`src/rtl/muldiv_pkg.sv`:
```
package muldiv_pkg;

  typedef enum logic [1:0] {
    ST_IDLE = 2'd0,
    ST_RUN  = 2'd1,
    ST_WRAP = 2'd2
  } seq_state_t;

  typedef enum logic [1:0] {
    K_MUL  = 2'd0,
    K_IDIV = 2'd1,
    K_FDIV = 2'd2
  } op_kind_t;

  function automatic op_kind_t decode_op(input logic [1:0] code);
    op_kind_t k;
    if (code == 2'b00)      k = K_MUL;
    else if (code == 2'b01) k = K_IDIV;
    else                    k = K_FDIV;
    return k;
  endfunction

endpackage

```
`src/rtl/muldiv_seq.sv`:
```
module muldiv_seq
  import muldiv_pkg::*;
#(
  parameter int unsigned W  = 16,
  parameter int unsigned MW = 8
) (
  input  logic        clk,
  input  logic        rst_n,
  input  logic        go,
  input  logic [1:0]  op_sel,
  input  logic [W-1:0] num_in,
  input  logic [W-1:0] den_in,
  output op_kind_t    kind_now,
  output op_kind_t    kind_q,
  output logic        early,
  output logic        dz_q,
  output logic        ov_q,
  output logic        load_en,
  output logic        step_en,
  output logic        wrap_en,
  output logic        busy,
  output logic        done
);
  localparam int unsigned CW = $clog2(W + 1);
  localparam logic [CW-1:0] DIV_LAST = CW'(W - 1);
  localparam logic [CW-1:0] MUL_LAST = CW'(MW - 1);

  seq_state_t    state;
  logic [CW-1:0] cnt;
  logic          div_by_zero;
  logic          frac_ovf;
  logic          done_q;

  assign kind_now    = decode_op(op_sel);
  assign div_by_zero = (kind_now != K_MUL) && (den_in == '0);
  assign frac_ovf    = (kind_now == K_FDIV) && (num_in >= den_in);
  assign early       = div_by_zero | frac_ovf;
  assign load_en     = go && (state == ST_IDLE);
  assign step_en     = (state == ST_RUN);
  assign wrap_en     = (state == ST_WRAP);
  assign busy        = (state != ST_IDLE);
  assign done        = done_q;

  always_ff @(posedge clk or negedge rst_n) begin
    if (!rst_n) begin
      state  <= ST_IDLE;
      cnt    <= '0;
      kind_q <= K_MUL;
      dz_q   <= 1'b0;
      ov_q   <= 1'b0;
      done_q <= 1'b0;
    end else begin
      done_q <= wrap_en;
      case (state)
        ST_IDLE: begin
          if (load_en) begin
            kind_q <= kind_now;
            dz_q   <= div_by_zero;
            ov_q   <= frac_ovf;
            cnt    <= (kind_now == K_MUL) ? MUL_LAST : DIV_LAST;
            state  <= early ? ST_WRAP : ST_RUN;
          end
        end
        ST_RUN: begin
          if (cnt == '0) state <= ST_WRAP;
          else           cnt   <= cnt - CW'(1);
        end
        default: state <= ST_IDLE;
      endcase
    end
  end

  a_r2_countdown: assert property (@(posedge clk) disable iff (!rst_n)
    (step_en && cnt != '0) |=> (step_en && cnt == $past(cnt) - CW'(1)));

  a_r2_done_single: assert property (@(posedge clk) disable iff (!rst_n)
    done_q |=> !done_q);

  a_r2_busy_done_apart: assert property (@(posedge clk) disable iff (!rst_n)
    !(busy && done_q));

  a_r1_kind_held: assert property (@(posedge clk) disable iff (!rst_n)
    busy |=> ($stable(kind_q) && $stable(dz_q) && $stable(ov_q)));

  a_r6_zero_den_skips: assert property (@(posedge clk) disable iff (!rst_n)
    (load_en && div_by_zero) |=> wrap_en);

  a_r7_ovf_skips: assert property (@(posedge clk) disable iff (!rst_n)
    (load_en && frac_ovf) |=> wrap_en);

endmodule

```
`src/rtl/muldiv_core.sv`:
```
module muldiv_core
  import muldiv_pkg::*;
#(
  parameter int unsigned W  = 16,
  parameter int unsigned MW = 8
) (
  input  logic         clk,
  input  logic         rst_n,
  input  logic         load_en,
  input  logic         step_en,
  input  logic         early,
  input  op_kind_t     kind_now,
  input  op_kind_t     kind_q,
  input  logic [MW-1:0] mul_a,
  input  logic [MW-1:0] mul_b,
  input  logic [W-1:0] num_in,
  input  logic [W-1:0] den_in,
  output logic [W-1:0] quot_raw,
  output logic [W-1:0] rem_raw
);
  typedef struct packed {
    logic [W-1:0] rem;
    logic         qbit;
  } dstep_t;

  function automatic dstep_t div_step(input logic [W-1:0] r, input logic sin,
                                      input logic [W-1:0] d);
    logic [W:0] sh;
    dstep_t     o;
    sh = {r, sin};
    if (sh >= {1'b0, d}) begin
      o.rem  = W'(sh - {1'b0, d});
      o.qbit = 1'b1;
    end else begin
      o.rem  = sh[W-1:0];
      o.qbit = 1'b0;
    end
    return o;
  endfunction

  function automatic logic [W-1:0] mul_acc(input logic [W-1:0] acc,
                                           input logic [W-1:0] mc, input logic take);
    return take ? acc + mc : acc;
  endfunction

  logic [W-1:0] part_r;
  logic [W-1:0] part_q;
  logic [W-1:0] dsr;
  logic         shift_in;
  dstep_t       nxt;

  assign shift_in = (kind_q == K_IDIV) ? part_q[W-1] : 1'b0;
  assign nxt      = div_step(part_r, shift_in, dsr);
  assign quot_raw = part_q;
  assign rem_raw  = part_r;

  always_ff @(posedge clk or negedge rst_n) begin
    if (!rst_n) begin
      part_r <= '0;
      part_q <= '0;
      dsr    <= '0;
    end else if (load_en) begin
      dsr <= den_in;
      if (early) begin
        part_r <= num_in;
        part_q <= '1;
      end else begin
        case (kind_now)
          K_MUL: begin
            part_r <= '0;
            part_q <= {{(W-MW){1'b0}}, mul_b};
            dsr    <= {{(W-MW){1'b0}}, mul_a};
          end
          K_IDIV: begin
            part_r <= '0;
            part_q <= num_in;
          end
          default: begin
            part_r <= num_in;
            part_q <= '0;
          end
        endcase
      end
    end else if (step_en) begin
      if (kind_q == K_MUL) begin
        part_r <= mul_acc(part_r, dsr, part_q[0]);
        part_q <= part_q >> 1;
        dsr    <= dsr << 1;
      end else begin
        part_r <= nxt.rem;
        part_q <= {part_q[W-2:0], nxt.qbit};
      end
    end
  end

  a_r4_rem_below_divisor: assert property (@(posedge clk) disable iff (!rst_n)
    (step_en && kind_q != K_MUL) |=> (part_r < dsr));

  a_r5_divisor_steady: assert property (@(posedge clk) disable iff (!rst_n)
    (step_en && kind_q != K_MUL) |=> $stable(dsr));

endmodule

```
`src/rtl/muldiv_out.sv`:
```
module muldiv_out
  import muldiv_pkg::*;
#(
  parameter int unsigned W  = 16,
  parameter int unsigned MW = 8
) (
  input  logic         clk,
  input  logic         rst_n,
  input  logic         wrap_en,
  input  op_kind_t     kind_q,
  input  logic         dz_q,
  input  logic         ov_q,
  input  logic [W-1:0] quot_raw,
  input  logic [W-1:0] rem_raw,
  output logic [W-1:0] quo_out,
  output logic [W-1:0] acc_out,
  output logic         flag_z,
  output logic         flag_v,
  output logic         flag_c
);
  always_ff @(posedge clk or negedge rst_n) begin
    if (!rst_n) begin
      quo_out <= '0;
      acc_out <= '0;
      flag_z  <= 1'b0;
      flag_v  <= 1'b0;
      flag_c  <= 1'b0;
    end else if (wrap_en) begin
      acc_out <= rem_raw;
      if (kind_q == K_MUL) begin
        flag_z <= (rem_raw == '0);
        flag_c <= rem_raw[MW-1];
        flag_v <= 1'b0;
      end else begin
        quo_out <= quot_raw;
        flag_z  <= (quot_raw == '0);
        flag_c  <= dz_q;
        flag_v  <= ov_q;
      end
    end
  end

  a_r11_hold: assert property (@(posedge clk) disable iff (!rst_n)
    !wrap_en |=> ($stable(quo_out) && $stable(acc_out) &&
                  $stable(flag_z) && $stable(flag_v) && $stable(flag_c)));

  a_r6_zero_den_result: assert property (@(posedge clk) disable iff (!rst_n)
    (wrap_en && dz_q) |=> (flag_c && quo_out == '1 && !flag_z));

  a_r7_idiv_clears_v: assert property (@(posedge clk) disable iff (!rst_n)
    (wrap_en && kind_q == K_IDIV) |=> !flag_v);

  a_r3_mul_keeps_quo: assert property (@(posedge clk) disable iff (!rst_n)
    (wrap_en && kind_q == K_MUL) |=> $stable(quo_out));

endmodule

```
`src/rtl/muldiv_unit.sv`:
```
module muldiv_unit
  import muldiv_pkg::*;
#(
  parameter int unsigned W = 16
) (
  input  logic             clk,
  input  logic             rst_n,
  input  logic             start,
  input  logic [1:0]       op_sel,
  input  logic [W/2-1:0]   mul_a,
  input  logic [W/2-1:0]   mul_b,
  input  logic [W-1:0]     num_in,
  input  logic [W-1:0]     den_in,
  output logic             busy,
  output logic             done,
  output logic [W-1:0]     quo_out,
  output logic [W-1:0]     acc_out,
  output logic             flag_z,
  output logic             flag_v,
  output logic             flag_c
);
  localparam int unsigned MW = W / 2;

  op_kind_t     kind_now;
  op_kind_t     kind_q;
  logic         early;
  logic         dz_q;
  logic         ov_q;
  logic         load_en;
  logic         step_en;
  logic         wrap_en;
  logic [W-1:0] quot_raw;
  logic [W-1:0] rem_raw;

  muldiv_seq #(.W(W), .MW(MW)) u_seq (
    .clk(clk), .rst_n(rst_n), .go(start), .op_sel(op_sel),
    .num_in(num_in), .den_in(den_in),
    .kind_now(kind_now), .kind_q(kind_q), .early(early),
    .dz_q(dz_q), .ov_q(ov_q), .load_en(load_en), .step_en(step_en),
    .wrap_en(wrap_en), .busy(busy), .done(done)
  );

  muldiv_core #(.W(W), .MW(MW)) u_core (
    .clk(clk), .rst_n(rst_n), .load_en(load_en), .step_en(step_en),
    .early(early), .kind_now(kind_now), .kind_q(kind_q),
    .mul_a(mul_a), .mul_b(mul_b), .num_in(num_in), .den_in(den_in),
    .quot_raw(quot_raw), .rem_raw(rem_raw)
  );

  muldiv_out #(.W(W), .MW(MW)) u_out (
    .clk(clk), .rst_n(rst_n), .wrap_en(wrap_en), .kind_q(kind_q),
    .dz_q(dz_q), .ov_q(ov_q), .quot_raw(quot_raw), .rem_raw(rem_raw),
    .quo_out(quo_out), .acc_out(acc_out),
    .flag_z(flag_z), .flag_v(flag_v), .flag_c(flag_c)
  );

endmodule

```
`config.mk`:
```
export PLATFORM = sky130hd
export DESIGN_NAME = muldiv_unit
export DESIGN_NICKNAME = d
export VERILOG_FILES = /design/src/rtl/muldiv_pkg.sv /design/src/rtl/muldiv_seq.sv /design/src/rtl/muldiv_core.sv /design/src/rtl/muldiv_out.sv /design/src/rtl/muldiv_unit.sv
export SDC_FILE = /design/constraint.sdc
export NUM_CORES = 1
export LEC_CHECK = 0
export BUFFER_PORTS_ARGS = -buffer_cell sky130_fd_sc_hd__clkbuf_2
export CAP_MARGIN = 25
export CORE_UTILIZATION = 31
export DETAILED_ROUTE_END_ITERATION = 12
export GPL_TIMING_DRIVEN = 0
export PLACE_DENSITY_LB_ADDON = 0.08
export SLEW_MARGIN = 5
export SYNTH_ARGS = -nofsm -noshare
export SYNTH_HDL_FRONTEND = slang
export SYNTH_SLANG_ARGS = --single-unit
```
`constraint.sdc`:
```
create_clock -name clk -period 4.5 [get_ports clk]
set_clock_uncertainty 0.15 [all_clocks]
set_input_delay 0 -clock clk [delete_from_list [all_inputs] [get_ports clk]]
set_output_delay 0 -clock clk [all_outputs]
set_load 0.03 [all_outputs]
```
**After elaboration in Yosys (flattened, before gate mapping)**

Cells that the tools add are included.

- Register bits after elaboration: 95
- Logic and storage cells: 85
- Input bits: 53

- Muxes and demuxes: 31
- Bitwise operators: 2
- Reduce and logical (&&, ||, !) cells: 23
- Equality and inequality tests: 10
- Magnitude comparators: 2
- $add $sub $neg: 3

Operators with widths:

| operator | number |
|---|---|
| $mux W16 | 15 |
| $logic_not A16 Y1 | 3 |
| $pmux W16 S2 | 1 |
| $ge A17 B16 Y1 | 1 |
| $mux W17 | 1 |
| $add A16 B16 Y16 | 1 |
| $ge A16 B16 Y1 | 1 |
| $sub A16 B16 Y16 | 1 |
| $mux W2 | 5 |
| $mux W5 | 2 |
| $pmux W5 S2 | 1 |
| $reduce_and A2 Y1 | 5 |
| $reduce_bool A2 Y1 | 5 |
| $eq A2 B1 Y1 const B | 4 |
| $logic_not A2 Y1 | 4 |
| $logic_not A5 Y1 | 1 |
| $sub A5 B1 Y5 const B | 1 |
| $eq A2 B2 Y1 const B | 2 |
| $mux W1 | 4 |
| $mux W4 | 1 |
| $ne A2 B2 Y1 const B | 2 |
| $pmux W2 S2 | 1 |
| $logic_and A1 B1 Y1 | 3 |
| $ne A3 B2 Y1 const B | 1 |
| other kinds (5) | 5 |

**Logic depth before layout (Yosys ltp)**

Gate-level depths: netlist of the first run.

- Word-level depth: 9
- Depth in mapped cells: 12
- Depth with buffers taken out: 12

**Hierarchy**

A second synthesis of the first run with hierarchy kept.

- Cell total of the unflattened synthesis: 789
- Area total of the unflattened synthesis: 6935.4 sq um

Modules (own cells, without submodules):

| module | area an instance (sq um) | sequential area each (sq um) | cells each | times used |
|---|---|---|---|---|
| muldiv_core | 4495.6 | 1201.2 | 578 | 1 |
| muldiv_out | 1402.6 | 875.8 | 91 | 1 |
| muldiv_seq | 1037.2 | 300.3 | 120 | 1 |

**Least setup slack after synthesis of the first run**

Ideal clock, no wire load.

- Kind: register to register
- Start: register u_core.part_r[5], in the netlist u_core.rem_raw[5]
- End: register u_core.part_r[9], in the netlist u_core.rem_raw[9]
- Path slack: 1.882 ns
- Arrival time: 2.346 ns
- Required time: 4.228 ns
- Library setup time: 0.122 ns
- Cell stages (with the launch flop): 11
- Buffers on the path: 1
- Path through: dfrtp_1 > ha_1 > a21o_1 > a21o_1 > a221o_1 > o21ai_2 > nand3_4 > buf_6 > a311o_1 > o211ai_2 > nand2_1

- Word-level cells in the longest chain between the ends: 5

RTL lines:

| what | line | text |
|---|---|---|
| start: declaration | muldiv_core.sv:46 | `logic [W-1:0] part_r;` |
| start signal: assignment | muldiv_core.sv:65 | `part_r <= num_in;` |
| start signal: assignment | muldiv_core.sv:79 | `part_r <= num_in;` |
| start signal: assignment | muldiv_core.sv:86 | `part_r <= mul_acc(part_r, dsr, part_q[0]);` |
| $sub A16 B16 Y16, or another cell as far along | muldiv_core.sv:32 | `o.rem = W'(sh - {1'b0, d});` |
| $mux W17 / $mux W16 (equally long branches) | muldiv_core.sv:31, muldiv_core.sv:43 |  |
| $mux W16 (*) | muldiv_core.sv:85 | `if (kind_q == K_MUL) begin` |
| $mux W16 (*) | muldiv_core.sv:84 | `end else if (step_en) begin` |
| $mux W16 (*) | muldiv_core.sv:62 | `end else if (load_en) begin` |

Every way passes the cells marked *; elsewhere a longest branch is shown, timed or not. The select of a mux whose other input is x is not followed.
A chain may end at the register's enable or synchronous reset.

**Worst setup path in the final report of the first run**

- Start: register u_seq.kind_q[1]
- End: register u_core.part_r[14], in the netlist u_core.rem_raw[14]

- Word-level cells in the longest chain between the ends: 7

RTL lines:

| what | line | text |
|---|---|---|
| start: declaration | muldiv_seq.sv:14 | `output op_kind_t kind_q,` |
| start signal: assignment | muldiv_seq.sv:57 | `kind_q <= kind_now;` |
| $eq A2 B1 Y1 | muldiv_core.sv:52 | `assign shift_in = (kind_q == K_IDIV) ? part_q[W-1] : 1'b0;` |
| $mux W1 | muldiv_core.sv:52 |  |
| $sub A16 B16 Y16 / $ge A17 B16 Y1 (equally long branches) | muldiv_core.sv:32, muldiv_core.sv:31 |  |
| $mux W17 | muldiv_core.sv:31 | `if (sh >= {1'b0, d}) begin` |
| $mux W16 | muldiv_core.sv:85 |  |
| $mux W16 | muldiv_core.sv:84 |  |
| $mux W16 | muldiv_core.sv:62 |  |
| end signal: assignment | muldiv_core.sv:65 |  |
| end signal: assignment | muldiv_core.sv:86 |  |
| end signal: assignment | muldiv_core.sv:90 | `part_r <= nxt.rem;` |

Several ways; a longest one is shown, not always the timed one. The select of a mux whose other input is x is not followed.

==> metrics.cfg, run 1 <==
[outcome]
status=finished clean

[sta]
finalCriticalPeriod_ns=3.236
tns_ns=0
rsz0062_at_grt=false
slew-limit-headroom_pct=48.44
fin_crit_sh_pct=71.90
setup_ws_ns=1.264
fmax_ghz=0.3091
tightestPinTransition_ns=0.7735
setup_viol=0
maxSlewViolCount=0
finalHoldViolations=0

[drt]
wirelength_um=24080
drt_iter0_drc=421
ant_nets=0
firstDrtPassIters=5
wl_per_cell_um=19.59
drt-vias-per-instance=5.292
drc=0
num_vias=6504

[synth]
synth_edf_count=0
synthArstFlopShare_pct=100.0
yosysWarnings=0
syn_area_per_cell_um2=8.418
synth_top_area_share_pct=35.61
ys_ff_latch=95
seq_area_frac_synth_pct=35.61
yosys-top-cells-area=dfrtp_1 36%, ha_1 9.2%, a21oi_1 6.1%
yosys.area.top_type=dfrtp_1
synth_area_um2=6675
synth_nets=897
ys_types=58
ys.flop_type=dfrtp_1
syn_inst=793

[grt]
antenna_found_initial=0
grt_pass1_wl_um=37110
grt_pass1_vias=6287
grt_overflow=0
globalRouteTotalUtil_pct=22.50
grt_max_degree=96

[job]
cap_violations=0

[hold_path]
hp-class=in -> reg
hold_end=u_core.quot_raw[0]
hold_start=mul_b[0]
hold_depth=5

[pwr]
power.internal_w=0.003231
clockPowerShare_pct=12.4
power_frac_seq_pct=25.7
irDropWorstVdd_uv=263.8
power.switching_w=0.003342
power.density_nw_per_um2=786.6
p_total_w=0.006573
leakage_nw=3.914
swShare_pct=50.85
combPwrFrac_pct=61.8

[final_layout]
drive_gt1_share_pct=16.98
area_delta_synth_final_pct=25.17
seq_area_um2=2377
multiInputGateArea_um2=3989
antennaDiodeCount=0
fin_nets=1053
layoutNonFillerInstCount=1229
n_fill_cell=2200

[setup_path]
crit_arrival_ns=3.34
end_kind=flip-flop
r2r-end=u_core.rem_raw[14]
cp_max_fo=4
reg2reg_from=u_seq.kind_q[1]
required_ns=4.60
r2r_slack_ns=1.26
startpoint_type=flip-flop
critical_path_class=reg -> reg
reg2regPathDepth=11

[clocking]
clk_pin_slew_ns=0.07
numCtsBuffers=9
postCtsHoldBufs=55
clock_sink_count=95
cts_root_buf=clkbuf_16
clockBufferDepth=2
cts_tree=built
post_cts_buffers=0
clk_latency_ns=0.36
cts_resized=0
cts_max_level=3

[floorplanning]
rows=53
ios=90
initial_utilization_pct=31.65
core_um2=21090
dieWidth_um=148.7
die_h_um=148.7
dieArea_um2=22120

[placed_design]
pre_cts_ws_ns=1.344
numPortBuffers=89
dpl.hpwl_um=18630
dp_cells=1158
gp_congestion=0.8731

[cell type report]
| class | instances | area share, % |
|---|---|---|
| Multi-Input combinational cell | 619 | 47.74 |
| Sequential cell | 95 | 28.45 |
| Timing Repair Buffer | 145 | 12.35 |
| Tap cell | 275 | 4.118 |
| Clock buffer | 9 | 2.695 |
| Inverter | 47 | 2.111 |
| Buffer | 32 | 1.587 |
| Clock inverter | 7 | 0.9434 |
[how the worst max path moves through the flow]
stage / slack [ns] / from / endpoint
global route: 1.05 / u_core.quot_raw[15] / u_core.rem_raw[10]
finish: 1.26 / u_seq.kind_q[1] / u_core.rem_raw[14]
floorplan: 1.88 / u_core.rem_raw[5] / u_core.rem_raw[9]
CTS: 1.30 / u_seq.kind_q[1] / u_core.rem_raw[14]
detailed placement: 1.34 / u_core.rem_raw[10] / u_core.rem_raw[4]
global placement: 1.33 / u_core.quot_raw[15] / u_core.rem_raw[14]
[power by group through the flow]
stage	Combinational, W	Sequential, W	Clock, W
finish	0.00406	0.00169	0.000818
global route	0.00449	0.00174	0.000872
CTS	0.00404	0.00169	0.000844
detailed placement	0.00397	0.00171	0
global placement	0.00398	0.00171	0
floorplan	0.00270	0.00173	0
[registers in the layout, summed over array words and instances (netlist names), 2 cells and up]
signal	flops
u_out.acc_out	16
u_seq.kind_q	2
u_seq.cnt	5
u_core.quot_raw	16
u_core.rem_raw	16
u_core.dsr	16
u_seq.state	2
u_out.quo_out	16
[synth_stat cells, types with 5 or more instances]
master	instances
nor2_1	79
a211oi_1	7
a22oi_1	6
or2_2	15
nand2_1	103
xor2_1	5
a21oi_1	82
xnor2_1	19
a31oi_1	13
mux2_2	30
nand3_1	5
nand4_1	11
dfrtp_1	95
nand2b_1	7
nor2b_1	6
o21ai_0	55
inv_1	47
o21a_1	5
mux2i_1	16
a21o_1	10
o21ai_1	8
clkbuf_1	23
and2_1	5
ha_1	49
nor4_1	15
o22ai_1	11
nor3_1	7
[metal layers]
metal	routed length, µm	share of wire (%)	track usage, %	up-vias
met4	385	1.6	6.224	0
li1	-	-	-	3155
met2	10680	44	34.35	185
met1	11910	49	33.28	3145
met5	0	0	0	-
met3	1107	4.6	2.599	19
[stage by stage]
| stage | instance area [µm²] | util (%) | hold WS [ns] |
|---|---|---|---|
| global route | 8356 | 39.62 | 0.1007 |
| floorplan | 6675 | - | -0.4456 |
| finish | 8356 | 39.62 | 0.04209 |
| CTS | 8356 | 39.62 | 0.02298 |
| detailed placement | 7501 | 35.57 | -0.04862 |
| global placement | 7465 | 35.40 | 0.1652 |
[critical path, stage by stage (launching register included)]
cell and delay, ns:
dfrtp_1 0.41, nand3b_1 0.26, ha_1 0.28, fa_1 0.41, nor2b_1 0.19, o31ai_1 0.12
a21oi_1 0.27, o21ai_0 0.26, o21ai_0 0.23, a21oi_1 0.11, xor2_1 0.15, a211oi_1 0.27
[kinds of logic after synthesis]
logic type	count (synthesis)	share of synthesized area [%]
DFF	95	35.61
adders and majority gates	51	9.784
and+or+nand+nor	270	18.61
muxes	46	7.460
xor gates and xnor gates	24	3.149
buffers and inverters	79	4.630
AOI/OAI and AO/OA	228	20.75
[cells in the final DEF (no fill, tap or decap), drive strengths merged, types with 15 or more instances in the layout]
| master | n |
|---|---|
| a21oi | 82 |
| clkbuf | 121 |
| dlygate4sd3 | 55 |
| o21ai | 64 |
| inv | 50 |
| nor2 | 80 |
| xnor2 | 19 |
| or2 | 15 |
| nand2 | 103 |
| dfrtp | 95 |
| mux2i | 16 |
| mux2 | 30 |
| ha | 49 |
| nor4 | 15 |
Power figures use the tool's default switching activity.
==> run 2: changes to the inputs <==
Clock period 4.5 ns to 3.2 ns, I/O delays scaled along.
==> run 2 against run 1 <==
  * Combinational power rose by 44%
  * Worst setup slack got worse by 1.1 ns
  * Final area is 0.94% higher
  * Flip-flop and latch count is the same
  * First-iteration DRC count increased by 6.7%
  * Die area stayed put
  * Hold slack got worse by 0.0059 ns
  * Critical path type unchanged
  * Global-route usage is the same
==> metrics.cfg, run 2 (synthesis results as in run 1) <==
[outcome]
status=finished clean

[grt]
globalRouteTotalUtil_pct=22.50  ; unchanged
grt_pass1_wl_um=37110  ; unchanged
antenna_found_initial=0  ; unchanged
grt_overflow=0  ; unchanged
grt_max_degree=96  ; unchanged
grt_pass1_vias=6287  ; unchanged

[drt]
drc=0  ; unchanged
ant_nets=0  ; unchanged
drt-vias-per-instance=5.316  ; +0.45%
drt_iter0_drc=449  ; +6.7%
wirelength_um=24200  ; +0.48%
wl_per_cell_um=19.65  ; +0.31%
firstDrtPassIters=5  ; unchanged
num_vias=6544  ; +0.62%

[clocking]
cts_root_buf=clkbuf_16
clock_sink_count=95  ; unchanged
clockBufferDepth=2  ; unchanged
clk_pin_slew_ns=0.08  ; about the same
cts_tree=built
cts_max_level=3  ; unchanged
clk_latency_ns=0.36  ; about the same
numCtsBuffers=9  ; unchanged

[placed_design]
numPortBuffers=89  ; unchanged
dp_cells=1158  ; unchanged
pre_cts_ws_ns=0.04433  ; -1.300 ns
dpl.hpwl_um=18630  ; unchanged
place_area_um2=7501  ; unchanged
gp_congestion=0.8731  ; unchanged

[pwr]
power.density_nw_per_um2=1113  ; +42%
irDropWorstVdd_uv=370.8  ; +41%
leakage_nw=3.916  ; about the same

[floorplanning]
initial_utilization_pct=31.65  ; unchanged
rows=53  ; unchanged
die_h_um=148.7  ; unchanged
dieArea_um2=22120  ; unchanged
dieWidth_um=148.7  ; unchanged
ios=90  ; unchanged
core_um2=21090  ; unchanged

[setup_path]
crit_arrival_ns=3.10  ; -0.24 ns
required_ns=3.28  ; -1.32 ns
reg2regPathDepth=9  ; -2
cp_cell_sequence=ha_1 -> nand3_1 -> nor4_2 -> o221ai_1 -> nand3_4 -> nor2_2 -> a22o_1 -> a222oi_1 -> o21ai_1
cp.depth=9  ; -2
end_kind=flip-flop
startpoint_type=flip-flop
critPathSlowestCell=dfrtp_1
critical-path-top-delay-family=compound AO/OA/AOI/OAI gates
cp.buffers_inverters=0  ; unchanged
cp_max_fo=6  ; +2
max_stage_delay_ns=0.52  ; +0.11 ns
critical_path_class=reg -> reg

[sta]
finalHoldViolations=0  ; unchanged
fmax_ghz=0.3313  ; +7.2%
slew-limit-headroom_pct=48.07  ; -0.36 points
setup_viol=0  ; unchanged
setup_ws_ns=0.1817  ; -1.083 ns
finalCriticalPeriod_ns=3.018  ; -0.2174 ns
maxSlewViolCount=0  ; unchanged
fin_crit_sh_pct=94.32  ; +22 points
tns_ns=0  ; unchanged
tightestPinTransition_ns=0.7760  ; +0.002572 ns
rsz0062_at_grt=false

[final_layout]
final_common_cell=nand2_1
final_cell_mix=103 x nand2_1, 93 x dfrtp_1, 88 x clkbuf_2
fin_nets=1055  ; +0.19%
post-route-util_pct=40.00  ; +0.37 points
postLayoutCellArea_um2=8434  ; +0.94%
n_fill_cell=2199  ; -0.045%
drive_gt1_share_pct=18.51  ; +1.5 points
antennaDiodeCount=0  ; unchanged
area_delta_synth_final_pct=26.35
layoutNonFillerInstCount=1231  ; +0.16%

[hold_path]
hold_depth=5  ; unchanged
hp-class=in -> reg

[job]
cap_violations=0  ; unchanged

## run 2: cell count changes in the layout (fill, tap and decap cells not counted), moves of 2 or more
| cell | before | now |
|---|---|---|
| o31ai_1 | 2 | 0 |
| a21oi_2 | 0 | 4 |
| ha_4 | 0 | 2 |
| buf_4 | 0 | 2 |
| o31ai_2 | 1 | 3 |
| dfrtp_2 | 0 | 2 |
| dfrtp_1 | 95 | 93 |
| ha_1 | 49 | 46 |
| a21oi_1 | 82 | 78 |
## run 2: cell type report
class	count	area [µm²]	share of cell area [%]
Sequential cell	95	2380	28.22
Buffer	32	132.6	1.572
Timing Repair Buffer	147	1047	12.42
Tap cell	275	344.1	4.080
Clock inverter	7	78.83	0.9346
Multi-Input combinational cell	619	4050	48.02
Clock buffer	9	225.2	2.670
Inverter	47	176.4	2.092
## run 2: where the power goes
group / internal [W] / switching (W) / total, W
clock network: 0.000617 / 0.000533 / 0.00115
logic: 0.00229 / 0.00356 / 0.00585
registers: 0.00172 / 0.000673 / 0.00239
total: 0.00463 / 0.00476 / 0.00939
## run 2: timing repair
item / CTS / global route
setup endpoints to repair: 1 / 6
pin swaps: 0 / 1
hold buffers: 55 / 0
hold endpoints to repair: 140 / 0
resized for setup: 1 / 13
setup buffers: 0 / 2
## run 2: worst min-delay path, stage by stage
cell and delay [ns]:
clkbuf_2 0.09, mux2i_1 0.11, o21ai_0 0.08, o21ai_0 0.14, o21ai_0 0.08
## run 2: per-stage QoR
stage	hold slack, ns	power, W
after global routing	0.1007	0.01014
after global placement	0.1652	0.008011
final	0.03620	0.009391
after CTS	0.02298	0.009254
after detailed placement	-0.04862	0.007991
after floorplan	-0.4456	0.006235
## run 2: metal layers
layer / global-route usage (%) / vias to the layer above / routed length, µm / share of wire (%)
li1: - / 3161 / - / -
met1: 33.28 / 3160 / 11880 / 49
met2: 34.35 / 199 / 10700 / 44
met3: 2.599 / 24 / 1165 / 4.8
met4: 6.224 / 0 / 450 / 1.9
met5: 0 / - / 0 / 0
## run 2: worst paths after layout
check,start,slack [ns],endpoint
setup / recovery,u_core.rem_raw[11],0.18,u_core.rem_raw[4]
hold / removal,mul_b[0],0.04,u_core.quot_raw[0]
setup reg to reg,u_core.rem_raw[11],0.18,u_core.rem_raw[4]
hold reg to reg,u_out.acc_out[14],0.33,u_out.acc_out[14]
max in group asynchronous,rst_n,2.37,u_core.dsr[1]
min in group asynchronous,rst_n,0.09,u_out.acc_out[5]
